**src/rtl/div96_pkg.sv**
```systemverilog
`timescale 1ns/1ps
package div96_pkg;
  localparam int TOTAL_RATIO  = 96;
  localparam int A_ODD_RATIO  = 3;
  localparam int A_BIN_STAGES = 5;
  localparam int B_PRE_RATIO  = 16;
  localparam int B_POST_RATIO = 6;
  localparam int B_HIGH_FROM  = 2;
  localparam int C_PRE_RATIO  = 8;
  localparam int C_MID_RATIO  = 6;
  localparam int C_POST_RATIO = 2;

  typedef enum logic [1:0] {
    ORD_BINARY  = 2'b00,
    ORD_SIXTEEN = 2'b01,
    ORD_HALVED  = 2'b10
  } order_e;

  function automatic order_e decode_order(input logic [1:0] sel);
    case (sel)
      2'b01:   return ORD_SIXTEEN;
      2'b10:   return ORD_HALVED;
      default: return ORD_BINARY;
    endcase
  endfunction
endpackage

```
**src/rtl/div96_rst_sync.sv**
```systemverilog
`timescale 1ns/1ps
module div96_rst_sync #(
  parameter int STAGES = 2
) (
  input  logic clk,
  input  logic rst_n,
  output logic rst_sync_n
);
  logic [STAGES-1:0] shift_q;
  logic [STAGES-1:0] shift_d;

  always_comb begin
    shift_d = {shift_q[STAGES-2:0], 1'b1};
  end

  always_ff @(posedge clk or negedge rst_n) begin
    if (!rst_n) shift_q <= '0;
    else        shift_q <= shift_d;
  end

  assign rst_sync_n = shift_q[STAGES-1];
endmodule

```
**src/rtl/div96_stage.sv**
```systemverilog
`timescale 1ns/1ps
module div96_stage #(
  parameter int RATIO   = 2,
  parameter int HI_FROM = 1
) (
  input  logic clk,
  input  logic rst_n,
  input  logic clr,
  input  logic en_in,
  output logic en_out,
  output logic lvl
);
  localparam int W = (RATIO > 2) ? $clog2(RATIO) : 1;
  localparam logic [W-1:0] LAST = W'(RATIO - 1);
  localparam logic [W-1:0] HI   = W'(HI_FROM);

  logic [W-1:0] cnt_q;
  logic [W-1:0] cnt_d;
  logic         wrap;

  always_comb begin
    wrap  = (cnt_q == LAST);
    cnt_d = cnt_q;
    if (clr)        cnt_d = '0;
    else if (en_in) cnt_d = wrap ? '0 : cnt_q + 1'b1;
  end

  always_ff @(posedge clk or negedge rst_n) begin
    if (!rst_n) cnt_q <= '0;
    else        cnt_q <= cnt_d;
  end

  assign en_out = en_in & wrap;
  assign lvl    = (cnt_q >= HI);
endmodule

```
**src/rtl/div96_cascade.sv**
```systemverilog
`timescale 1ns/1ps
module div96_cascade
  import div96_pkg::*;
#(
  parameter int SYNC_STAGES = 2
) (
  input  logic       clk,
  input  logic       rst_n,
  input  logic       sync_clr,
  input  logic [1:0] mode_sel,
  output logic       clk_out,
  output logic       tc_pulse
);
  localparam int A_PRODUCT = A_ODD_RATIO * (1 << A_BIN_STAGES);
  localparam int B_PRODUCT = B_PRE_RATIO * B_POST_RATIO;
  localparam int C_PRODUCT = C_PRE_RATIO * C_MID_RATIO * C_POST_RATIO;

  initial begin
    if (A_PRODUCT != TOTAL_RATIO || B_PRODUCT != TOTAL_RATIO || C_PRODUCT != TOTAL_RATIO)
      $error("stage ratios do not multiply to the total ratio");
  end

  logic   rst_sync_n;
  order_e order_q;
  order_e order_d;

  div96_rst_sync #(.STAGES(SYNC_STAGES)) u_rst (
    .clk(clk), .rst_n(rst_n), .rst_sync_n(rst_sync_n)
  );

  always_comb begin
    order_d = order_q;
    if (sync_clr) order_d = decode_order(mode_sel);
  end

  always_ff @(posedge clk or negedge rst_sync_n) begin
    if (!rst_sync_n) order_q <= ORD_BINARY;
    else             order_q <= order_d;
  end

  logic run_a, run_b, run_c;
  assign run_a = (order_q == ORD_BINARY);
  assign run_b = (order_q == ORD_SIXTEEN);
  assign run_c = (order_q == ORD_HALVED);

  // Order A: divide-by-3 then a generated run of divide-by-2 stages
  logic [A_BIN_STAGES+1:0] a_en;
  logic a_out;
  logic a_odd_lvl_unused;
  assign a_en[0] = run_a;

  div96_stage #(.RATIO(A_ODD_RATIO), .HI_FROM(1)) u_a_odd (
    .clk(clk), .rst_n(rst_sync_n), .clr(sync_clr), .en_in(a_en[0]),
    .en_out(a_en[1]), .lvl(a_odd_lvl_unused)
  );

  for (genvar i = 0; i < A_BIN_STAGES; i++) begin : g_a_bin
    logic lvl_or_unused;
    div96_stage #(.RATIO(2), .HI_FROM(1)) u_bin (
      .clk(clk), .rst_n(rst_sync_n), .clr(sync_clr), .en_in(a_en[i+1]),
      .en_out(a_en[i+2]), .lvl(lvl_or_unused)
    );
    if (i == A_BIN_STAGES - 1) begin : g_tap
      assign a_out = lvl_or_unused;
    end
  end

  // Order B: divide-by-16 then divide-by-6, high from count 2
  logic b_mid_en, b_tc, b_out, b_pre_lvl_unused;

  div96_stage #(.RATIO(B_PRE_RATIO), .HI_FROM(1)) u_b_pre (
    .clk(clk), .rst_n(rst_sync_n), .clr(sync_clr), .en_in(run_b),
    .en_out(b_mid_en), .lvl(b_pre_lvl_unused)
  );
  div96_stage #(.RATIO(B_POST_RATIO), .HI_FROM(B_HIGH_FROM)) u_b_post (
    .clk(clk), .rst_n(rst_sync_n), .clr(sync_clr), .en_in(b_mid_en),
    .en_out(b_tc), .lvl(b_out)
  );

  // Order C: divide-by-8, divide-by-6, then a closing divide-by-2
  logic c_en1, c_en2, c_tc, c_out, c_pre_lvl_unused, c_mid_lvl_unused;

  div96_stage #(.RATIO(C_PRE_RATIO), .HI_FROM(1)) u_c_pre (
    .clk(clk), .rst_n(rst_sync_n), .clr(sync_clr), .en_in(run_c),
    .en_out(c_en1), .lvl(c_pre_lvl_unused)
  );
  div96_stage #(.RATIO(C_MID_RATIO), .HI_FROM(1)) u_c_mid (
    .clk(clk), .rst_n(rst_sync_n), .clr(sync_clr), .en_in(c_en1),
    .en_out(c_en2), .lvl(c_mid_lvl_unused)
  );
  div96_stage #(.RATIO(C_POST_RATIO), .HI_FROM(1)) u_c_post (
    .clk(clk), .rst_n(rst_sync_n), .clr(sync_clr), .en_in(c_en2),
    .en_out(c_tc), .lvl(c_out)
  );

  always_comb begin
    case (order_q)
      ORD_SIXTEEN: begin clk_out = b_out; tc_pulse = b_tc;                end
      ORD_HALVED:  begin clk_out = c_out; tc_pulse = c_tc;                end
      default:     begin clk_out = a_out; tc_pulse = a_en[A_BIN_STAGES+1]; end
    endcase
  end
endmodule

```
**config.mk**
```make
export PLATFORM = sky130hd
export DESIGN_NAME = div96_cascade
export DESIGN_NICKNAME = d
export VERILOG_FILES = /design/src/rtl/div96_pkg.sv /design/src/rtl/div96_rst_sync.sv /design/src/rtl/div96_stage.sv /design/src/rtl/div96_cascade.sv
export SDC_FILE = /design/constraint.sdc
export NUM_CORES = 1
export LEC_CHECK = 0
export ABC_AREA = 1
export CORE_ASPECT_RATIO = 0.75
export CORE_MARGIN = 2
export CORE_UTILIZATION = 25
export CTS_BUF_LIST = sky130_fd_sc_hd__clkbuf_4 sky130_fd_sc_hd__clkbuf_8 sky130_fd_sc_hd__clkbuf_16
export CTS_CLUSTER_SIZE = 16
export DETAILED_ROUTE_END_ITERATION = 7
export GPL_ROUTABILITY_DRIVEN = 0
export PLACE_DENSITY = 0.44
export SLEW_MARGIN = 25
export SYNTH_ARGS = -nofsm -noshare
export SYNTH_HDL_FRONTEND = slang
export SYNTH_HIERARCHICAL = 1
export SYNTH_SLANG_ARGS = --single-unit
```
**constraint.sdc**
```tcl
create_clock -name clk -period 2.6 [get_ports clk]
set_input_delay 0.65 -clock clk [delete_from_list [all_inputs] [get_ports clk]]
set_output_delay 0.65 -clock clk [all_outputs]
set_load 0.02 [all_outputs]
```
Yosys cells after proc, flatten, opt, wreduce, memory -nomap -nowiden
Index checks and enable logic that the tools add are counted.

storage, ports and cells
  register bits after elaboration = 25
  output and inout bits = 2
  logic and storage cells = 95
  bits of input ports = 5

cells by class
  order comparisons = 3
  reductions and logical operators = 12
  $add $sub $neg = 11
  eq/ne operators = 9
  bitwise gates (word level) = 11
  multiplexer cells = 36

operators with widths
  cell                                                               count
  2-to-1 mux 3 bit                                                   9
  nonzero test 2 bit                                                 11
  2-to-1 mux 1 bit                                                   18
  2-to-1 mux 4 bit                                                   3
  bitwise AND 1 bit                                                  11
  adder 3 x 1 -> 3 bit, second input constant                        3
  equality test 3 bit, second input constant                         3
  adder 1 bit, second input constant                                 6
  equality test 2 bit, second input constant                         3
  2-to-1 mux 2 bit                                                   3
  adder 4 x 1 -> 4 bit, second input constant                        1
  equality test 2 x 1 -> 1 bit, second input constant                2
  equality test 4 bit, second input constant                         1
  one-hot mux 1 bit (2 select lines)                                 2
  one-hot mux 2 bit (2 select lines)                                 1
  greater-or-equal comparator 3 x 2 -> 1 bit, second input constant  1
  adder 2 x 1 -> 2 bit, second input constant                        1
  greater-or-equal comparator 1 bit, second input constant           2
  logical NOT 2 bit                                                  1

Logic depth before layout (Yosys ltp)
Gate-level depths: netlist of run 1.

  word-level depth = 8
  gate-level depth with buffers = 16
  depth with buffers taken out = 16

Modules after synthesis
The synthesis of run 1 kept the hierarchy.

modules (own cells, without submodules)
  module                               times used  cells each  area each (um^2)
  div96_stage at g_a_bin[0].u_bin ...  6           7           50.0
  div96_stage at u_b_pre               1           35          259.0
  div96_stage at u_c_pre               1           24          198.9
  div96_cascade                        1           27          183.9
  div96_stage at u_b_post              1           28          176.4
  div96_stage at u_c_mid               1           22          157.7
  div96_stage at u_a_odd               1           16          105.1
  div96_rst_sync                       1           3           53.8

Worst setup path after synthesis of run 1
Ideal clock, no wire load.

  kind = flip-flop to output port
  start point = register order_q[0]
  end point = output tc_pulse
  cell stages (with the launch flop) = 17
  required time = 1.950 ns
  arrival = 1.587 ns
  path slack = 0.363 ns
  path through = dfrtp_1 -> inv_1 -> ha_1 -> nand2_1 -> nor2_1 -> nand2_1 -> inv_1 -> nand2_1 -> inv_1 -> nand2_1 -> inv_1 -> nand2_1 -> inv_1 -> nand2_1 -> inv_1 -> nand2_1 -> nand2_1

between the ends
  word-level cells in the longest chain between the ends = 8

ends and longest elaborated chain
  item                                line                 RTL
  start, declared                     div96_cascade.sv:24  order_e order_q;
  start signal, assigned              div96_cascade.sv:38  else order_q <= order_d;
  logical NOT 2 bit                   div96_cascade.sv:42  assign run_a = (order_q == ORD_BINARY);
  net a_en[0]                         div96_cascade.sv:47  logic [A_BIN_STAGES+1:0] a_en;
  bitwise AND 1 bit                   div96_stage.sv:33    assign en_out = en_in & wrap;
  net a_en[1]                         div96_cascade.sv:47
  bitwise AND 1 bit                   div96_stage.sv:33
  net a_en[2]                         div96_cascade.sv:47
  bitwise AND 1 bit                   div96_stage.sv:33
  net a_en[3]                         div96_cascade.sv:47
  bitwise AND 1 bit                   div96_stage.sv:33
  net a_en[4]                         div96_cascade.sv:47
  bitwise AND 1 bit                   div96_stage.sv:33
  net a_en[5]                         div96_cascade.sv:47
  bitwise AND 1 bit                   div96_stage.sv:33
  net a_en[6]                         div96_cascade.sv:47
  one-hot mux 1 bit (2 select lines)  div96_cascade.sv:97  case (order_q)
  end, declared                       div96_cascade.sv:12  output logic tc_pulse

The timed path passes the listed nets, and every way through them passes these cells.

Worst setup path after layout of run 1
  start point = register order_q[0]
  end point = output tc_pulse

RTL lines
  item                                line                 RTL
  equality test 2 bit                 div96_cascade.sv:44  assign run_c = (order_q == ORD_HALVED);
  net run_c                           div96_cascade.sv:41  logic run_a, run_b, run_c;
  bitwise AND 1 bit                   div96_stage.sv:33
  net c_en1                           div96_cascade.sv:81  logic c_en1, c_en2, c_tc, c_out, c_pre_lvl_unused, c_mid_lvl_unused;
  bitwise AND 1 bit                   div96_stage.sv:33
  net c_en2                           div96_cascade.sv:81
  bitwise AND 1 bit                   div96_stage.sv:33
  net c_tc                            div96_cascade.sv:81
  one-hot mux 1 bit (2 select lines)  div96_cascade.sv:97

The timed path passes the listed nets, and every way through them passes these cells.

==> results of run 1 <==
[per-stage QoR]
stage               power [mW]  std cells  utilization, %
floorplan                0.480        190               -
global route             0.822        291            33.2
global placement         0.525        284            30.6
finish                   0.770        291            33.2
detailed placement       0.523        284            30.6
CTS                      0.768        288            31.5
[cells in the final DEF (no fill, tap or decap), types with 2 or more instances in the layout]
| cell type | n |
|---|---|
| nand3_1 | 11 |
| inv_2 | 12 |
| ha_1 | 7 |
| clkdlybuf4s50_1 | 4 |
| nor2_2 | 10 |
| nand2_1 | 48 |
| o21ai_1 | 5 |
| a21oi_1 | 4 |
| ha_4 | 2 |
| nor2_1 | 19 |
| buf_6 | 2 |
| clkbuf_8 | 3 |
| o21ai_0 | 2 |
| inv_1 | 28 |
| o21ai_2 | 2 |
| buf_4 | 15 |
| nand2_2 | 9 |
| dfrtp_1 | 25 |
[state kept, by name (all words and copies together) (netlist names)]
| register | count |
|---|---|
| u_a_odd/cnt_q | 2 |
| u_c_post/cnt_q | 1 |
| g_a_bin.u_bin/cnt_q | 5 |
| u_rst/shift_q | 2 |
| order_q | 2 |
| u_b_post/cnt_q | 3 |
| u_b_pre/cnt_q | 4 |
| u_c_mid/cnt_q | 3 |
| u_c_pre/cnt_q | 3 |
[worst min path at each step]
| stage | start | to | slack (ns) | cells past startpoint |
|---|---|---|---|---|
| CTS | u_rst/shift_q[1]$_DFF_PN0_ | u_c_mid/cnt_q[1]$_DFFE_PN0P_ | 0.25 | 1 |
| global placement | u_rst/shift_q[1]$_DFF_PN0_ | u_c_pre/cnt_q[2]$_DFFE_PN0P_ | 0.24 | 1 |
| floorplan | u_rst/shift_q[1]$_DFF_PN0_ | g_a_bin[0].u_bin/cnt_q$_DFFE_PN0P_ | 0.29 | 0 |
| finish | u_rst/shift_q[1]$_DFF_PN0_ | u_c_pre/cnt_q[2]$_DFFE_PN0P_ | 0.23 | 1 |
| global route | u_rst/shift_q[1]$_DFF_PN0_ | u_c_pre/cnt_q[2]$_DFFE_PN0P_ | 0.28 | 1 |
| detailed placement | u_rst/shift_q[1]$_DFF_PN0_ | u_c_pre/cnt_q[0]$_DFFE_PN0P_ | 0.24 | 1 |
[layer usage]
layer	wire length [um]	share of wire, %
met1	1370	53
met2	1120	43
met3	70	2.7
met4	13	0.51
met5	0	0
[cell type report]
class | instances | area (um^2) | area share [%]
clock buffers | 3 | 41.3 | 2.31
flip-flops and latches | 25 | 626 | 35.1
multi-input cells | 125 | 684 | 38.4
clock inverters | 1 | 5.00 | 0.281
well taps | 75 | 93.8 | 5.26
repair buffers | 22 | 184 | 10.3
inverters | 40 | 150 | 8.42
[what timing repair did]
item,CTS,global route
endpoints found under the setup margin,2,1
hold buffers,0,0
pin swaps,1,10
setup buffers,0,3
gates resized for setup,8,24
[critical path, cell delays in order, from the launching register on]
cell	delay [ns]
dfrtp_1	0.40
inv_2	0.09
buf_6	0.10
ha_4	0.13
nand2_2	0.05
inv_2	0.05
nand2_2	0.06
nor3_2	0.19
nand2_1	0.10
inv_1	0.06
nand2_1	0.05
nand2_1	0.06
nand2_1	0.05
nand2_1	0.07
buf_6	0.11
[power by group]
| part | total (mW) | internal (mW) | switching [mW] |
|---|---|---|---|
| combinational | 0.121 | 0.0542 | 0.0664 |
| sequential | 0.416 | 0.403 | 0.0129 |
| clock | 0.233 | 0.107 | 0.126 |
==> reports/metrics.yaml, run 1 <==
final_layout:
  n_antenna_cell: 0
  syn2layout_area_growth_pct: 27.7
  layout-drive-gt1-share_pct: 27.3
  nFillCells: 579
  fin_nets: 231
  fin_area_um2: 1780
sta:
  max_freq_ghz: 0.401
  hold_violations: 0
  skew_ns: 0.00306
  finalCriticalPeriod_ns: 2.50
  fin_ws_ns: 0.104
  drv_slew: 0
  setup_viol: 0
  whs_ns: 0.229
  tns_ns: 0
  period_share_pct: 96.0
  rsz0062_at_grt: "true"
placement:
  portBuffers: 6
  pre_cts_ws_ns: -0.227
  dp_hpwl_mm: 1.82
  postPlaceCellArea_um2: 1650
cts:
  clk_pin_slew_ns: 0.09
  htreeDepth: 1
  root_buffer: "clkbuf_8"
  cts_sinks: 25
  cts_max_path_buffers: 2
  cts_tree: "done"
  cts_buffers: 3
  insertion_delay_ns: 0.27
detailed_routing:
  routed_wirelength_mm: 2.57
  vias: 1128
  via_per_inst: 3.88
  firstDrtPassIters: 4
  wl_per_cell_um: 8.84
  drc: 0
  drt_iter0_drc: 50
  ant_nets: 0
critical_path:
  r2r_start: "order_q[1]$_DFFE_PN0P_"
  worst_setup_path_start_kind: "flop"
  worst-endpoint-arrival_ns: 1.85
  critPathCaptureType: "output pin"
  required_ns: 1.95
  critPathKind: "flop to output pin"
  r2r_setup_slack_ns: 1.03
  startpoint: "order_q[0]$_DFFE_PN0P_"
  rr_worst_depth: 11
  timing.rr.end: "u_b_post/cnt_q[2]$_DFFE_PN0P_"
  cp_max_fo: 2
  crit_path_end: "tc_pulse"
global_routing:
  grtUsageMet1_pct: 12.2
  antenna_found_initial: 0
  grt_usage_pct: 9.21
  grt-ovfl-total: 0
  grt_pass1_wl_mm: 4.42
  grt_max_degree: 24
  met2_usage_pct: 15.0
  use_met3_pct: 3.04
  grt_pass1_vias: 988
  top_usage_layer: "met2"
power_and_ir_drop:
  power.density_nw_per_um2: 431
  p_leak_nw: 0.967
  ir_drop_v: 0.000174
die:
  io_pins: 7
  chipHeight_um: 68.8
  core_um2: 5380
  die_w_um: 90.3
  start_util_pct: 26.0
  die_area_um2: 6210
  rows: 23
run_status:
  status: "completed"
synthesis:
  synth_cells: 190
  avgSynthCellArea_um2: 7.36
  syn_nets: 204
  synth_area_um2: 1400
  synth_warnings: 6
flow_run:
  cap_violations: 0
hold_path:
  hold_class: "flop to asynchronous set/reset pin"
Power figures use the tool's default switching activity.
==> run 2: changes to the inputs <==
--- a/config.mk
+++ b/config.mk
@@ -7,12 +7,12 @@
 export LEC_CHECK = 0
 export ABC_AREA = 1
 export CORE_ASPECT_RATIO = 0.75
-export CORE_MARGIN = 2
 export CORE_UTILIZATION = 25
 export CTS_BUF_LIST = sky130_fd_sc_hd__clkbuf_4 sky130_fd_sc_hd__clkbuf_8 sky130_fd_sc_hd__clkbuf_16
 export CTS_CLUSTER_SIZE = 16
 export DETAILED_ROUTE_END_ITERATION = 7
 export GPL_ROUTABILITY_DRIVEN = 0
+export MAX_ROUTING_LAYER = met4
 export PLACE_DENSITY = 0.44
 export SLEW_MARGIN = 25
 export SYNTH_ARGS = -nofsm -noshare
==> constraint.sdc (replaced) <==
create_clock -name clk -period 2.77 [get_ports clk]
set_input_delay 0.6925 -clock clk [delete_from_list [all_inputs] [get_ports clk]]
set_output_delay 0.6925 -clock clk [all_outputs]
set_load 0.02 [all_outputs]
==> reports/metrics.yaml, run 2 (synthesis gave the netlist of run 1 again) <==
cts:
  htreeDepth: 1  # unchanged
  post-cts-setup-buffer-count: 0  # unchanged
  cts_tree: "done"  # unchanged
  root_buffer: "clkbuf_8"  # unchanged
  cts_hold_buf: 0  # unchanged
  clk_pin_slew_ns: 0.09  # about the same
  cts_sinks: 25  # unchanged
  cts_max_path_buffers: 2  # unchanged
  cts_buffers: 3  # unchanged
  insertion_delay_ns: 0.27  # about the same
final_layout:
  fin_nets: 225  # was 231
  layout_common_cells: "nand2_1 (52), inv_1 (32), dfrtp_1 (24), nor2_1 (20), nand3_1 (11)"  # was nand2_1 (48), inv_1 (28), dfrtp_1 (25), nor2_1 (19), buf_4 (15)
  largest_register: "g_a_bin.u_bin/cnt_q"  # unchanged
  layout-drive-gt1-share_pct: 21.0  # was 27.3%
  multi_input_area_um2: 649  # was 684 um^2
  layout_commonest_cell: "nand2_1"  # unchanged
  n_antenna_cell: 0  # unchanged
  syn2layout_area_growth_pct: 22.2  # was 27.7%
  nFillCells: 576  # was 579
  reg_top3: "g_a_bin.u_bin/cnt_q (5), u_b_pre/cnt_q (4)"  # unchanged
  register_area_um2: 627  # was 626 um^2
  largest_register_ffs: 5  # unchanged
critical_path:
  cp_max_fo: 3  # was 2
  critPathCaptureType: "output pin"  # unchanged
  r2r_setup_slack_ns: 1.21  # was 1.03 ns
  path_cells: "inv_2, ha_4, nand2_2, nor2_2, nand2_1, inv_1, nand2_1, inv_1, nand2_2, inv_2, nand2_2, inv_2, nand2_1, inv_1, nand2_1, nand2_1, buf_6"  # was inv_2, buf_6, ha_4, nand2_2, inv_2, nand2_2, nor3_2, nand2_1, inv_1, nand2_1, nand2_1, nand2_1, nand2_1, buf_6
  max_stage_delay_ns: 0.39  # was 0.40 ns
  r2r_start: "order_q[1]$_DFFE_PN0P_"  # unchanged
  worst-endpoint-arrival_ns: 1.89  # was 1.85 ns
  startpoint: "order_q[1]$_DFFE_PN0P_"  # was order_q[0]$_DFFE_PN0P_
  crit_buf_inv: 7  # was 5
  slowest_stage: "dfrtp_1"  # unchanged
  critPathKind: "flop to output pin"  # unchanged
  critPathMostFrequentCell: "nand2_1"  # unchanged
  required_ns: 2.08  # was 1.95 ns
  critPathTopFamily: "simple AND/OR/NAND/NOR gates"  # unchanged
  worst_setup_path_start_kind: "flop"  # unchanged
detailed_routing:
  vias: 1069  # was 1128
  drt_iter0_drc: 30  # was 50
  routed_wirelength_mm: 2.44  # was 2.57 mm
  drc: 0  # unchanged
  wl_per_cell_um: 8.57  # was 8.84 um
  ant_nets: 0  # unchanged
  via_per_inst: 3.75  # was 3.88
  firstDrtPassIters: 4  # unchanged
die:
  chipHeight_um: 66.8  # was 68.8 um
  start_util_pct: 26.1  # was 26.0%
  rows: 23  # unchanged
  die_w_um: 88.3  # was 90.3 um
  io_pins: 7  # unchanged
  die_area_um2: 5900  # was 6210 um^2
  core_um2: 5350  # was 5380 um^2
run_status:
  status: "completed"  # unchanged
placement:
  portBuffers: 6  # unchanged
  pre_cts_ws_ns: -0.0787  # was -0.227 ns
  dp_hpwl_mm: 1.83  # was 1.82 mm
power_and_ir_drop:
  ir_drop_v: 0.000126  # was 0.000174 V
  p_switching_mw: 0.185  # was 0.205 mW
  intPower_mw: 0.532  # was 0.564 mW
  switching_share_pct: 25.8  # was 26.7%
  seq_power_share_pct: 55.2  # was 54.0%
  p_leak_nw: 0.947  # was 0.967 nW
  p_clk_share_pct: 32.1  # was 30.3%
  combPwrFrac_pct: 12.7  # was 15.7%
  power.density_nw_per_um2: 420  # was 431 nW/um^2
global_routing:
  met2_usage_pct: 13.7  # was 15.0%
  grt_pass1_vias: 986  # was 988
  top_usage_layer: "met1"  # was met2
  grtUsageMet1_pct: 14.3  # was 12.2%
  grt-ovfl-total: 0  # unchanged
  grt_usage_pct: 10.0  # was 9.21%
  grt_max_degree: 24  # unchanged
  grt_pass1_wl_mm: 4.42  # about the same
  use_met3_pct: 3.35  # was 3.04%
  antenna_found_initial: 0  # unchanged
sta:
  fin_ws_ns: 0.184  # was 0.104 ns
  slew_headroom_pct: 64.6
  rsz0062_at_grt: "false"  # was true
  max_freq_ghz: 0.387
  finalCriticalPeriod_ns: 2.59
  worst_pin_slew_ns: 0.531
  setup_viol: 0  # unchanged
  skew_ns: 0.00101  # was 0.00306 ns
  hold_violations: 0  # unchanged
  whs_ns: 0.254  # was 0.229 ns
  period_share_pct: 93.4
  drv_slew: 0  # unchanged
hold_path:
  hold_class: "flop to asynchronous set/reset pin"  # unchanged
flow_run:
  cap_violations: 0  # unchanged
run 2: changes by cell type in the layout (fill, tap and decap cells not counted), moves of 3 or more:
cell / before / now
inv_2: 12 / 8
nand2_2: 9 / 6
nand2_1: 48 / 52
inv_1: 28 / 32
buf_4: 15 / 10
run 2: layout make-up:
class	instances	area share, %
clock buffers	4	2.86
multi-input cells	125	38.0
flip-flops and latches	25	36.7
repair buffers	16	8.13
inverters	40	8.79
well taps	75	5.49
run 2: timing repair:
item,CTS,global route
endpoints found under the setup margin,1,2
pin swaps,0,2
gates resized for setup,4,14
run 2: per-stage QoR:
step | TNS [ns] | utilization [%] | cells | power [mW] | cell area, um^2
3_3_place_gp | -0.0625 | 30.4 | 281 | 0.490 | 1630
4_1_cts | 0 | 31.2 | 285 | 0.728 | 1670
5_1_grt | 0 | 31.9 | 285 | 0.762 | 1710
6_report | 0 | 31.9 | 285 | 0.718 | 1710
2_1_floorplan | 0 | - | 190 | 0.450 | 1400
3_5_place_dp | -0.0787 | 30.4 | 281 | 0.490 | 1630
run 2: routing by layer:
metal | vias up | wire [um]
met4 | 0 | 10
met3 | 3 | 106
met1 | 449 | 1370
li1 | 602 | -
met2 | 15 | 960
met5 | - | 0
run 2: final timing paths:
check | to | depth (start not counted)
worst max-delay path | tc_pulse | 17
worst min-delay path | u_b_post/cnt_q[1]$_DFFE_PN0P_ | 0
worst max register to register | g_a_bin[4].u_bin/cnt_q$_DFFE_PN0P_ | 15
worst min register to register | u_b_post/cnt_q[1]$_DFFE_PN0P_ | 0
max in group asynchronous | u_rst/shift_q[1]$_DFF_PN0_ | 1
min in group clk | u_rst/shift_q[1]$_DFF_PN0_ | 0
run 2: power by group through the flow:
stage | clock network [mW] | logic, mW | registers, mW
2_1_floorplan | 0 | 0.0515 | 0.399
3_3_place_gp | 0 | 0.0862 | 0.404
3_5_place_dp | 0 | 0.0862 | 0.403
4_1_cts | 0.245 | 0.0865 | 0.396
5_1_grt | 0.255 | 0.106 | 0.401
6_report | 0.230 | 0.0911 | 0.396
